### config.mk
export PLATFORM = sky130hd
export DESIGN_NAME = prbs_lane_predict
export DESIGN_NICKNAME = d
export VERILOG_FILES = /design/src/rtl/prbs_chk_pkg.sv /design/src/rtl/prbs_lane_predict.sv
export SDC_FILE = /design/constraint.sdc
export NUM_CORES = 1
export LEC_CHECK = 0
export ABC_AREA = 1
export BUFFER_PORTS_ARGS = -buffer_cell sky130_fd_sc_hd__buf_4
export CORE_MARGIN = 1
export CORE_UTILIZATION = 38
export DETAILED_ROUTE_END_ITERATION = 10
export SLEW_MARGIN = 20
export SYNTH_ARGS = -nofsm -noshare
export SYNTH_HDL_FRONTEND = slang
export SYNTH_SLANG_ARGS = --single-unit
### constraint.sdc
create_clock -name clk -period 2.2 [get_ports clk]
set_clock_uncertainty 0.2 [all_clocks]
set_input_delay 0.11 -clock clk [delete_from_list [all_inputs] [get_ports clk]]
set_output_delay 0.11 -clock clk [all_outputs]
set_load 0.005 [all_outputs]
### src/rtl/prbs_chk_pkg.sv
package prbs_chk_pkg;
  typedef enum logic [1:0] {
    PAT_P7  = 2'b00,
    PAT_P15 = 2'b01,
    PAT_P31 = 2'b10,
    PAT_RSV = 2'b11
  } pat_e;

  // longest register length among supported polynomials
  localparam int HIST_W = 31;
  // tap pairs: s[k] = s[k-A] ^ s[k-B]
  localparam int P7_A  = 7;
  localparam int P7_B  = 6;
  localparam int P15_A = 15;
  localparam int P15_B = 14;
  localparam int P31_A = 31;
  localparam int P31_B = 28;
endpackage

### src/rtl/prbs_lane_predict.sv
module prbs_lane_predict
  import prbs_chk_pkg::*;
#(
  parameter int W = 16
) (
  input  logic         clk,
  input  logic         rst,
  input  logic         clr,
  input  logic         restart,
  input  logic         seed_ok,
  input  logic [1:0]   pat,
  input  logic         vld,
  input  logic [W-1:0] data,
  output logic         locked,
  output logic [W-1:0] err_bits
);
  localparam int EXT_W      = HIST_W + W;
  localparam int SEED_WORDS = (HIST_W + W - 1) / W;
  localparam int SC_W       = $clog2(SEED_WORDS + 1);

  logic [HIST_W-1:0] hist_q;
  logic [SC_W-1:0]   seed_q;
  logic [EXT_W-1:0]  ext;
  logic [EXT_W-1:0]  rx_ext;
  logic [W-1:0]      pred;

  // oldest bit at index 0, predicted bits appended above the history
  always_comb begin
    ext = {{W{1'b0}}, hist_q};
    for (int i = 0; i < W; i++) begin
      case (pat_e'(pat))
        PAT_P15: ext[HIST_W+i] = ext[HIST_W+i-P15_A] ^ ext[HIST_W+i-P15_B];
        PAT_P31: ext[HIST_W+i] = ext[HIST_W+i-P31_A] ^ ext[HIST_W+i-P31_B];
        default: ext[HIST_W+i] = ext[HIST_W+i-P7_A]  ^ ext[HIST_W+i-P7_B];
      endcase
    end
  end

  assign pred     = ext[EXT_W-1:HIST_W];
  assign rx_ext   = {data, hist_q};
  assign locked   = (seed_q == SC_W'(SEED_WORDS));
  assign err_bits = locked ? (data ^ pred) : '0;

  always_ff @(posedge clk) begin
    if (rst || clr) begin
      hist_q <= '0;
      seed_q <= '0;
    end else begin
      if (restart)
        seed_q <= '0;
      else if (vld && seed_ok && !locked)
        seed_q <= seed_q + 1'b1;
      if (vld)
        hist_q <= locked ? ext[EXT_W-1:W] : rx_ext[EXT_W-1:W];
    end
  end
endmodule

==> results of run 1 <==
==> metrics by stage <==
stage | power, mW | utilization, % | cells | worst slack [ns] | TNS [ns]
after floorplan | 0.908 | - | 398 | 0.365 | 0
after global placement | 1.05 | 48.0 | 516 | 0.145 | 0
after detailed placement | 1.05 | 48.0 | 516 | 0.133 | 0
after CTS | 1.63 | 52.0 | 533 | -0.00449 | -0.00449
after global routing | 1.76 | 55.2 | 541 | -0.106 | -0.449
final | 1.69 | 55.2 | 541 | -0.000297 | -0.000297
==> how the worst max path moves through the flow <==
stage	from	end	slack, ns	cells past startpoint
floorplan	pat[0]	err_bits[14]	0.37	15
global placement	pat[0]	err_bits[14]	0.15	14
detailed placement	pat[0]	err_bits[13]	0.13	15
CTS	hist_q[17]$_SDFFE_PP0P_	err_bits[13]	-0.004	14
global route	hist_q[25]$_SDFFE_PP0P_	err_bits[14]	-0.11	14
finish	hist_q[24]$_SDFFE_PP0P_	err_bits[13]	-0.0003	11
==> logic make-up after synthesis <==
logic type               count (synthesis)  share of synthesized area (%)
AND/OR/NAND/NOR                        176                           32.9
AO/OA/AOI/OAI                          111                           25.0
buffers and inverters                   68                           11.0
flip-flops                              33                           27.1
XOR/XNOR                                 7                           2.51
adder cells (fa/ha/maj)                  3                           1.54
==> worst register-to-register path, stage by stage (launching register included) <==
cell                      delay [ns]
sky130_fd_sc_hd__dfxtp_4        0.37
sky130_fd_sc_hd__inv_1          0.11
sky130_fd_sc_hd__nand2_2        0.07
sky130_fd_sc_hd__nand2_4        0.10
sky130_fd_sc_hd__inv_2          0.04
sky130_fd_sc_hd__nand2_1        0.08
sky130_fd_sc_hd__nand2_2        0.08
sky130_fd_sc_hd__buf_4          0.13
sky130_fd_sc_hd__buf_4          0.15
sky130_fd_sc_hd__nand2_1        0.06
sky130_fd_sc_hd__nand3_1        0.07
sky130_fd_sc_hd__nand3_1        0.07
sky130_fd_sc_hd__nand3_1        0.07
sky130_fd_sc_hd__nand3_1        0.07
sky130_fd_sc_hd__a21oi_1        0.07
==> power groups by stage <==
stage | logic [mW] | clock network (mW) | registers, mW
4_1_cts | 0.423 | 0.571 | 0.638
6_report | 0.484 | 0.565 | 0.638
3_3_place_gp | 0.401 | 0 | 0.652
5_1_grt | 0.530 | 0.591 | 0.640
3_5_place_dp | 0.401 | 0 | 0.652
2_1_floorplan | 0.264 | 0 | 0.644
==> layer usage <==
| layer | share of wire, % | up-vias | GRT usage [%] |
|---|---|---|---|
| li1 | - | 1450 | - |
| met1 | 48 | 1316 | 33.7 |
| met2 | 45 | 114 | 41.0 |
| met3 | 5.3 | 14 | 4.07 |
| met4 | 1.8 | 0 | 7.02 |
| met5 | 0 | - | 0 |
==> final cells by class <==
class | instances | area share (%)
timing repair buffer | 78 | 18.5
clock buffer | 5 | 2.06
multi-input combinational | 297 | 49.0
inverter | 51 | 5.94
clock inverter | 2 | 1.05
sequential | 33 | 20.6
tap | 75 | 2.80
==> registers in the layout, summed over array words and instances, names as in the netlist <==
name and count:
hist_q 31, seed_q 2
==> placed cells by master, fill, tap and decap left out, drive strengths merged <==
cell / count
a22o: 1
clkbuf: 5
and3b: 1
bufinv: 1
or2: 3
o21ai: 44
buf: 69
a31oi: 9
inv: 51
dfxtp: 33
clkinv: 1
ha: 3
a221oi: 1
nand3: 40
nor2: 25
xnor2: 5
a21oi: 41
nand4: 1
dlygate4sd3: 9
o22ai: 9
o21a: 5
nand2: 105
xor2: 2
nand3b: 1
o221ai: 1
==> what timing repair did <==
| item | CTS | global route |
|---|---|---|
| setup buffers | 1 | 8 |
| setup endpoints to repair | 8 | 9 |
| pin swaps | 0 | 16 |
| gates resized for setup | 15 | 40 |
| hold buffers | 9 | 0 |
| hold endpoints to repair | 10 | 0 |
==> metrics.txt, run 1 <==
cell type group with the largest total delay on the critical path=simple AND/OR/NAND/NOR gates; placed wire-length estimate=6.09 mm; cell leakage power=1.51 nW; Pint=1.15 mW; type of destination of the critical path=output pin; Storage cell area=688 um2; violated checks=setup timing; Routability Congestion=0.914; largest net degree at the start of global routing=39; Clock Sink Count=33; grt ovf=0; number of buffers on the longest clock path=2; Seq cells post-synth=33; Clock Latency Late Sink=0.29 ns; floorplan row count=28; final-report hold violation count=0; Post-synth EDFFs=0; final hold slack=0.00322 ns; Total Wirelength=8.17 mm; synthesized netlist net count=425; Worst Min Path Start=data[12]; effective utilization at floorplan=40.2%; Nets=493; antenna violations before repair=0; count of pins on the block boundary=41; dominant register cell in the synthesized netlist=sky130_fd_sc_hd__dfxtp_1; relative max-transition margin=65.1%; type of the tightest min-delay check=in2reg; DP Area=2910 um2; Final Setup Violations=1; total area of multi-input combinational cells=1640 um2; DRC errors left=0; Synth Cell Area=2440 um2; number of unique standard cell types used by synthesis=33; Die X=82.1 um; share of post-route cells with drive strength above 1=30.0%; WL/cell=15.1 um; Mapped Cells=398; warning count from the yosys run=0; global-route wire length before repair=12.5 mm; diode insertion count for antenna repair=0; top cell types by occurrence after synthesis=sky130_fd_sc_hd__nand2_1 (98), sky130_fd_sc_hd__inv_1 (43), sky130_fd_sc_hd__a21oi_1 (40), sky130_fd_sc_hd__o21ai_0 (40), sky130_fd_sc_hd__nand3_1 (35); Peak VDD IR=0.322 mV; outcome=complete, but fails checks; R2R Path End=hist_q[29]$_SDFFE_PP0P_; TritonCTS Buffers=5; part of the cycle the worst path needs=100%; area share of the leading cell type in the synthesized netlist=27.1%; most frequently used cell type in the post-synthesis netlist=sky130_fd_sc_hd__nand2_1; Antenna Nets Post-Route=0; number of global-route vias before repair=2536; unrepaired setup endpoints after global routing=yes; first drt pass iteration count=5; cell types with the largest area share after synthesis=sky130_fd_sc_hd__dfxtp_1 (27%), sky130_fd_sc_hd__nand2_1 (15%), sky130_fd_sc_hd__a21oi_1 (8.2%); standard cell core area=6060 um2; length in cells of the worst reg-to-reg path=14; Worst Hold Path Cells=5; overall die height=82.1 um; shortest clock period the worst path allows after layout=2.20 ns; area growth from synthesis to layout=37.2%; worst path buffer plus inverter count=1; Required @ worst endpoint=1.89 ns; share of synthesized area occupied by flip-flops and latches=27.1%; master cell of the clock root buffer=sky130_fd_sc_hd__clkbuf_8; Worst R2R Start=hist_q[25]$_SDFFE_PP0P_; largest fanout on the critical path=5; sequential share of power=37.8%; Most common cell on crit path=sky130_fd_sc_hd__nand2_4; all-layer global routing usage=25.0%; highest attainable clock frequency=454 MHz; violation count after the first detailed-route iteration=188; Worst R2R Setup Slack=0.35 ns; capture endpoint of the worst hold path=hist_q[27]$_SDFFE_PP0P_; worst path arrival time=1.89 ns; Avg Vias per Cell=5.35; cell type contributing the most total cell area after synthesis=sky130_fd_sc_hd__dfxtp_1; die area=6740 um2; Crit path largest cell delay=0.35 ns; fill count=626; critical path type=reg2out; Post-Synthesis Mean Instance Area=6.13 um2; transition time at the pin with the least slew margin=0.523 ns; total via count in the routed design=2894; Slowest-stage cell, CP=sky130_fd_sc_hd__dfxtp_2; count of final max-slew check failures=0; clock input transition at the sequential cells of the worst setup and hold paths=0.07 ns; MaxCap Viol Count=0; Net Sw Frac=32.0%; type of origin of the critical path=flop; reported net switching power=0.539 mW; async set-or-reset flop fraction in the synthesized netlist=0%; cells along the critical path=xnor2_4, or2_4, nand2_4, nand2_4, nand3_4, nand2_4, nand2_2, nand3_2, o21ai_1, nor2_1, buf_4; final design instance area without fill=3350 um2; CTS H-tree lvls=2; combinational fraction of design power=28.7%; part of the total power dissipated in the clock network=33.5%; post-route worst setup slack=-0.000297 ns; number of buffers added on ports=40; pwr dens=504 nW/um2; TritonCTS clock tree=built
(Power assumes the default switching activity.)
==> run 2, diff against run 1 <==
--- a/config.mk
+++ b/config.mk
@@ -9,7 +9,9 @@
 export BUFFER_PORTS_ARGS = -buffer_cell sky130_fd_sc_hd__buf_4
 export CORE_MARGIN = 1
 export CORE_UTILIZATION = 38
+export CTS_CLUSTER_DIAMETER = 200
 export DETAILED_ROUTE_END_ITERATION = 10
+export HOLD_SLACK_MARGIN = 0.12
 export SLEW_MARGIN = 20
 export SYNTH_ARGS = -nofsm -noshare
 export SYNTH_HDL_FRONTEND = slang
==> constraint.sdc (replaced) <==
create_clock -name clk -period 2.15 [get_ports clk]
set_clock_uncertainty 0.2 [all_clocks]
set_input_delay 0.1075 -clock clk [delete_from_list [all_inputs] [get_ports clk]]
set_output_delay 0.1075 -clock clk [all_outputs]
set_load 0.005 [all_outputs]
==> run 2 against run 1 <==
  * Via count rose by 3.3%
  * Die area did not move
  * Critical path depth is 1 higher
  * Register-to-register slack lost 0.22 ns
  * Critical endpoint unchanged
  * Core utilization rose by 4.9 points
  * Non-clock buffer count grew 22
  * Combinational power grew 16%
  * Largest power group unchanged
  * Wire length grew 5.0%
  * Setup slack worse by 0.13 ns
  * The flow still finishes with violations (setup timing)
==> metrics.txt, run 2 (same netlist as run 1, synthesis figures left out) <==
MaxCap Viol Count=0 (unchanged); violation count after the first detailed-route iteration=244 (+30%); violated checks=setup timing; all-layer global routing usage=26.3% (+1.3 points); Required @ worst endpoint=1.84 ns (-0.05 ns); global-route wire length before repair=13.1 mm (+4.8%); Routability Congestion=0.982 (+7.4%); final-report hold violation count=0 (unchanged); clock input transition at the sequential cells of the worst setup and hold paths=0.07 ns (about the same); Nets=515 (+4.5%); type of the tightest min-delay check=reg2reg; Top reg by flops=hist_q; largest registers=hist_q (31), seed_q (2); share of post-route cells with drive strength above 1=33.0% (+2.9 points); total via count in the routed design=2990 (+3.3%); Antenna Nets Post-Route=0 (unchanged); leading cell type in the layout, fill and taps excluded=sky130_fd_sc_hd__nand2_1; first drt pass iteration count=5 (unchanged); area growth from synthesis to layout=49.4%; highest attainable clock frequency=440 MHz; Avg Vias per Cell=5.31 (-0.72%); critical path type=reg2out; Final Setup Violations=5 (+4); antenna violations before repair=0 (unchanged); grt ovf=0 (unchanged); WL/cell=15.2 um (+0.93%); Total Wirelength=8.58 mm (+5.0%); outcome=complete, but fails checks; transition time at the pin with the least slew margin=0.507 ns (-0.0157 ns); DP Cell Count=517 (+0.19%); die area=6740 um2 (unchanged); most frequent cells in the layout=sky130_fd_sc_hd__nand2_1 (80), sky130_fd_sc_hd__buf_4 (74), sky130_fd_sc_hd__a21oi_1 (40), sky130_fd_sc_hd__inv_1 (38), sky130_fd_sc_hd__o21ai_0 (36); Power, Total=1.80 mW (+6.7%); cell leakage power=1.64 nW (+8.4%); floorplan row count=28 (unchanged); worst path arrival time=1.97 ns (+0.08 ns); type of destination of the critical path=output pin; Die X=82.1 um (unchanged); placed wire-length estimate=5.94 mm (-2.4%); DRC errors left=0 (unchanged); part of the cycle the worst path needs=106%; max FFs per register=31 (unchanged); TritonCTS clock tree=built; Clock Sink Count=33 (unchanged); Clock Latency Late Sink=0.29 ns (about the same); TritonCTS Buffers=5 (unchanged); post-route worst setup slack=-0.125 ns (-0.125 ns); count of pins on the block boundary=41 (unchanged); number of non-filler instances in the completed layout=563 (+4.1%); largest fanout on the critical path=5 (unchanged); count of final max-slew check failures=0 (unchanged); standard cell core area=6060 um2 (unchanged); Peak VDD IR=0.291 mV (-9.8%); unrepaired setup endpoints after global routing=yes; number of global-route vias before repair=2668 (+5.2%); effective utilization at floorplan=40.2% (unchanged); diode insertion count for antenna repair=0 (unchanged); number of buffers added on ports=40 (unchanged); overall die height=82.1 um (unchanged); pwr dens=494 nW/um2 (-1.9%); CTS H-tree lvls=2 (unchanged); master cell of the clock root buffer=sky130_fd_sc_hd__clkbuf_8; relative max-transition margin=65.8% (+0.73 points); type of origin of the critical path=flop; largest net degree at the start of global routing=39 (unchanged); number of buffers on the longest clock path=2 (unchanged); total negative setup slack=-0.298 ns (-0.298 ns); shortest clock period the worst path allows after layout=2.28 ns
-- run 2: cell types whose count changed in the layout (fill, tap and decap cells not counted), sizes merged --
cell,before,now
inv,51,50
buf,69,77
dlygate4sd3,9,23
clkinvlp,0,1
-- run 2: layout make-up --
type / instances / area [um2]
clock buffer: 5 / 68.8
tap: 75 / 93.8
multi-input combinational: 297 / 1720
sequential: 33 / 688
fill: 581 / 2420
inverter: 51 / 203
clock inverter: 2 / 35.0
timing repair buffer: 100 / 837
-- run 2: timing repair --
item	in CTS	in global routing
hold endpoints to repair	33	0
gates resized for setup	30	48
hold buffers	23	0
pin swaps	6	19
setup endpoints to repair	8	12
setup buffers	6	10
-- run 2: worst max-delay path, cell delays in order (launching register included) --
cell,delay [ns]
sky130_fd_sc_hd__dfxtp_2,0.35
sky130_fd_sc_hd__xnor2_4,0.16
sky130_fd_sc_hd__or2_4,0.24
sky130_fd_sc_hd__nand2_4,0.12
sky130_fd_sc_hd__nand2_4,0.07
sky130_fd_sc_hd__nand3_4,0.10
sky130_fd_sc_hd__nand2_4,0.09
sky130_fd_sc_hd__nand2_4,0.08
sky130_fd_sc_hd__nand3_4,0.07
sky130_fd_sc_hd__nand2_2,0.08
sky130_fd_sc_hd__inv_1,0.06
sky130_fd_sc_hd__nor2_2,0.12
sky130_fd_sc_hd__buf_4,0.12
-- run 2: per-stage QoR --
stage | utilization, % | worst slack, ns | instance area (um2) | hold WS, ns
final | 60.1 | -0.125 | 3640 | 0.290
after floorplan | - | 0.320 | 2440 | 0.0622
after global routing | 60.1 | -0.224 | 3640 | 0.327
after global placement | 48.3 | 0.120 | 2930 | 0.171
after CTS | 56.3 | -0.0492 | 3410 | 0.286
after detailed placement | 48.3 | 0.0608 | 2930 | 0.175
-- run 2: report_power, final --
group	leakage (nW)	switching [mW]	internal [mW]
Clock	0.0540	0.247	0.337
Sequential	0.275	0.0269	0.626
Combinational	1.31	0.313	0.251
Total	1.64	0.587	1.21
-- run 2: worst paths after layout --
kind              depth (start not counted)                     from  slack (ns)                endpoint
hold / removal                            2   seed_q[0]$_SDFFE_PP0P_        0.29  seed_q[0]$_SDFFE_PP0P_
setup reg to reg                          8   seed_q[0]$_SDFFE_PP0P_        0.13  seed_q[0]$_SDFFE_PP0P_
hold reg to reg                           2   seed_q[0]$_SDFFE_PP0P_        0.29  seed_q[0]$_SDFFE_PP0P_
setup / recovery                         12  hist_q[24]$_SDFFE_PP0P_       -0.13            err_bits[13]
-- run 2: metal layers --
metal / global-route usage [%] / part of all wire [%]
met5: 0 / 0
met4: 9.47 / 2.4
met3: 5.60 / 6.9
met2: 43.4 / 46
met1: 33.5 / 45
==> run 3, diff against run 2 <==
--- a/config.mk
+++ b/config.mk
@@ -12,6 +12,7 @@
 export CTS_CLUSTER_DIAMETER = 200
 export DETAILED_ROUTE_END_ITERATION = 10
 export HOLD_SLACK_MARGIN = 0.12
+export RECOVER_POWER = 25
 export SLEW_MARGIN = 20
 export SYNTH_ARGS = -nofsm -noshare
 export SYNTH_HDL_FRONTEND = slang
==> run 3 against run 2 <==
  * The flow still finishes with violations (setup timing)
  * Final area shrank 0.14%
  * Via count grew 1.5%
  * Sequential share of layout area is essentially flat
  * Die area is the same
  * Final cell count is the same
  * Critical path depth is the same
  * Largest cell class unchanged
==> metrics.txt, run 3 (same netlist as run 1, synthesis figures left out) <==
outcome=complete, but fails checks; violated checks=setup timing; length in cells of the worst reg-to-reg path=8 (unchanged); number of global-route vias before repair=2668 (unchanged); final-report hold violation count=0 (unchanged); total via count in the routed design=3036 (+1.5%); effective utilization at floorplan=40.2% (unchanged); unrepaired setup endpoints after global routing=yes; MaxCap Viol Count=0 (unchanged); largest net degree at the start of global routing=39 (unchanged); type of the tightest min-delay check=reg2reg; count of pins on the block boundary=41 (unchanged); clock input transition at the sequential cells of the worst setup and hold paths=0.07 ns (about the same); WL/cell=15.3 um (+0.26%); Die X=82.1 um (unchanged); Avg Vias per Cell=5.39 (+1.5%); part of the cycle the worst path needs=106% (about the same); combinational fraction of design power=31.3% (about the same); type of origin of the critical path=flop; Final Setup Violations=5 (unchanged); cell leakage power=1.63 nW (about the same); count of final max-slew check failures=0 (unchanged); first drt pass iteration count=5 (unchanged); floorplan row count=28 (unchanged); leading cell type in the layout, fill and taps excluded=sky130_fd_sc_hd__nand2_1; Worst Hold Path Cells=2 (unchanged); R2R Path End=seed_q[0]$_SDFFE_PP0P_; total negative setup slack=-0.286 ns (+0.0118 ns); most frequent cells in the layout=sky130_fd_sc_hd__nand2_1 (80), sky130_fd_sc_hd__buf_4 (73), sky130_fd_sc_hd__a21oi_1 (40), sky130_fd_sc_hd__inv_1 (38), sky130_fd_sc_hd__o21ai_0 (36); part of the total power dissipated in the clock network=32.4% (about the same); placed wire-length estimate=5.94 mm (unchanged); worst path arrival time=1.97 ns (about the same); worst slack at placement=0.0608 ns (unchanged); master cell of the clock root buffer=sky130_fd_sc_hd__clkbuf_8; max FFs per register=31 (unchanged); Worst R2R Setup Slack=0.13 ns (about the same); number of buffers on the longest clock path=2 (unchanged); Routability Congestion=0.982 (unchanged); global-route wire length before repair=13.1 mm (unchanged); Nets=515 (unchanged); reported net switching power=0.586 mW (-0.16%); diode insertion count for antenna repair=0 (unchanged); Required @ worst endpoint=1.84 ns (about the same); Antenna Nets Post-Route=0 (unchanged); transition time at the pin with the least slew margin=0.525 ns (+0.0184 ns); Clock Latency Late Sink=0.29 ns (about the same); pwr dens=495 nW/um2 (about the same); antenna violations before repair=0 (unchanged); Top reg by flops=hist_q; die area=6740 um2 (unchanged); standard cell core area=6060 um2 (unchanged); all-layer global routing usage=26.3% (unchanged); highest attainable clock frequency=440 MHz (about the same); critical path type=reg2out; Power, Total=1.80 mW (about the same); Total Wirelength=8.60 mm (+0.26%); largest fanout on the critical path=5 (unchanged); Worst Min Path Start=seed_q[0]$_SDFFE_PP0P_; violation count after the first detailed-route iteration=250 (+2.5%); type of destination of the critical path=output pin; CTS H-tree lvls=2 (unchanged); capture endpoint of the worst hold path=seed_q[0]$_SDFFE_PP0P_; DRC errors left=0 (unchanged); grt ovf=0 (unchanged); Clock Sink Count=33 (unchanged); share of post-route cells with drive strength above 1=32.8% (-0.20 points); overall die height=82.1 um (unchanged); largest registers=hist_q (31), seed_q (2); sequential share of power=36.3% (about the same); final hold slack=0.290 ns (-0.000344 ns); post-route worst setup slack=-0.123 ns (+0.00219 ns); Worst R2R Start=seed_q[0]$_SDFFE_PP0P_; Pint=1.21 mW (about the same); number of buffers added on ports=40 (unchanged); Peak VDD IR=0.290 mV (about the same); TritonCTS Buffers=5 (unchanged); relative max-transition margin=64.6% (-1.2 points); TritonCTS clock tree=built; Net Sw Frac=32.6% (about the same); area growth from synthesis to layout=49.2%; shortest clock period the worst path allows after layout=2.27 ns (-0.00219 ns)
[run 3: changes by cell type in the layout (fill, tap and decap cells not counted)]
cell / change
sky130_fd_sc_hd__nor2_2: -1
sky130_fd_sc_hd__clkinvlp_4: -1
sky130_fd_sc_hd__nor2_1: +1
sky130_fd_sc_hd__clkinvlp_2: +1
sky130_fd_sc_hd__buf_4: -1
sky130_fd_sc_hd__clkbuf_4: +1
[run 3: what timing repair did]
action,CTS,global route
resized for setup,30,48
setup endpoints to repair,8,12
setup buffers,6,10
hold buffers,23,0
hold endpoints to repair,33,0
pin swaps,6,19
[run 3: power groups by stage]
stage	logic (mW)	registers, mW	clock network [mW]
2_1_floorplan	0.270	0.659	0
3_3_place_gp	0.411	0.668	0
3_5_place_dp	0.413	0.668	0
4_1_cts	0.489	0.653	0.591
5_1_grt	0.609	0.655	0.618
6_report	0.563	0.653	0.583
[run 3: critical path, cell delays in order (launching register included)]
cell and delay, ns:
sky130_fd_sc_hd__dfxtp_2 0.35, sky130_fd_sc_hd__xnor2_4 0.16, sky130_fd_sc_hd__or2_4 0.24, sky130_fd_sc_hd__nand2_4 0.12, sky130_fd_sc_hd__nand2_4 0.07, sky130_fd_sc_hd__nand3_4 0.10, sky130_fd_sc_hd__nand2_4 0.09, sky130_fd_sc_hd__nand2_4 0.08
sky130_fd_sc_hd__nand3_4 0.07, sky130_fd_sc_hd__nand2_2 0.09, sky130_fd_sc_hd__inv_1 0.06, sky130_fd_sc_hd__nor2_2 0.12, sky130_fd_sc_hd__buf_4 0.12
[run 3: layer usage]
metal  global-route usage [%]  up-vias  wire length (um)
met5                        0        -                 0
met4                     9.47        0               248
met3                     5.60       33               677
met2                     43.4      143              3910
met1                     33.5     1359              3760
li1                         -     1501                 -
[run 3: how the worst max path moves through the flow]
stage	start	end	slack [ns]	cells after the start
global placement	pat[0]	err_bits[13]	0.12	15
global route	hist_q[17]$_SDFFE_PP0P_	err_bits[13]	-0.22	15
finish	hist_q[24]$_SDFFE_PP0P_	err_bits[13]	-0.12	12
detailed placement	pat[0]	err_bits[13]	0.06	15
CTS	hist_q[25]$_SDFFE_PP0P_	err_bits[13]	-0.05	11
floorplan	pat[0]	err_bits[14]	0.32	15
[run 3: area by class of cell]
class	instances	area, um2
clock buffer	5	68.8
clock inverter	2	35.0
fill	582	2420
inverter	51	200
multi-input combinational	297	1710
sequential	33	688
tap	75	93.8
timing repair buffer	100	837
[run 3: through the flow]
stage	std cells	util, %	cell area, um2
2_1_floorplan	398	-	2440
3_3_place_gp	517	48.3	2930
3_5_place_dp	517	48.3	2930
4_1_cts	553	56.3	3410
5_1_grt	563	60.0	3640
6_report	563	60.0	3640
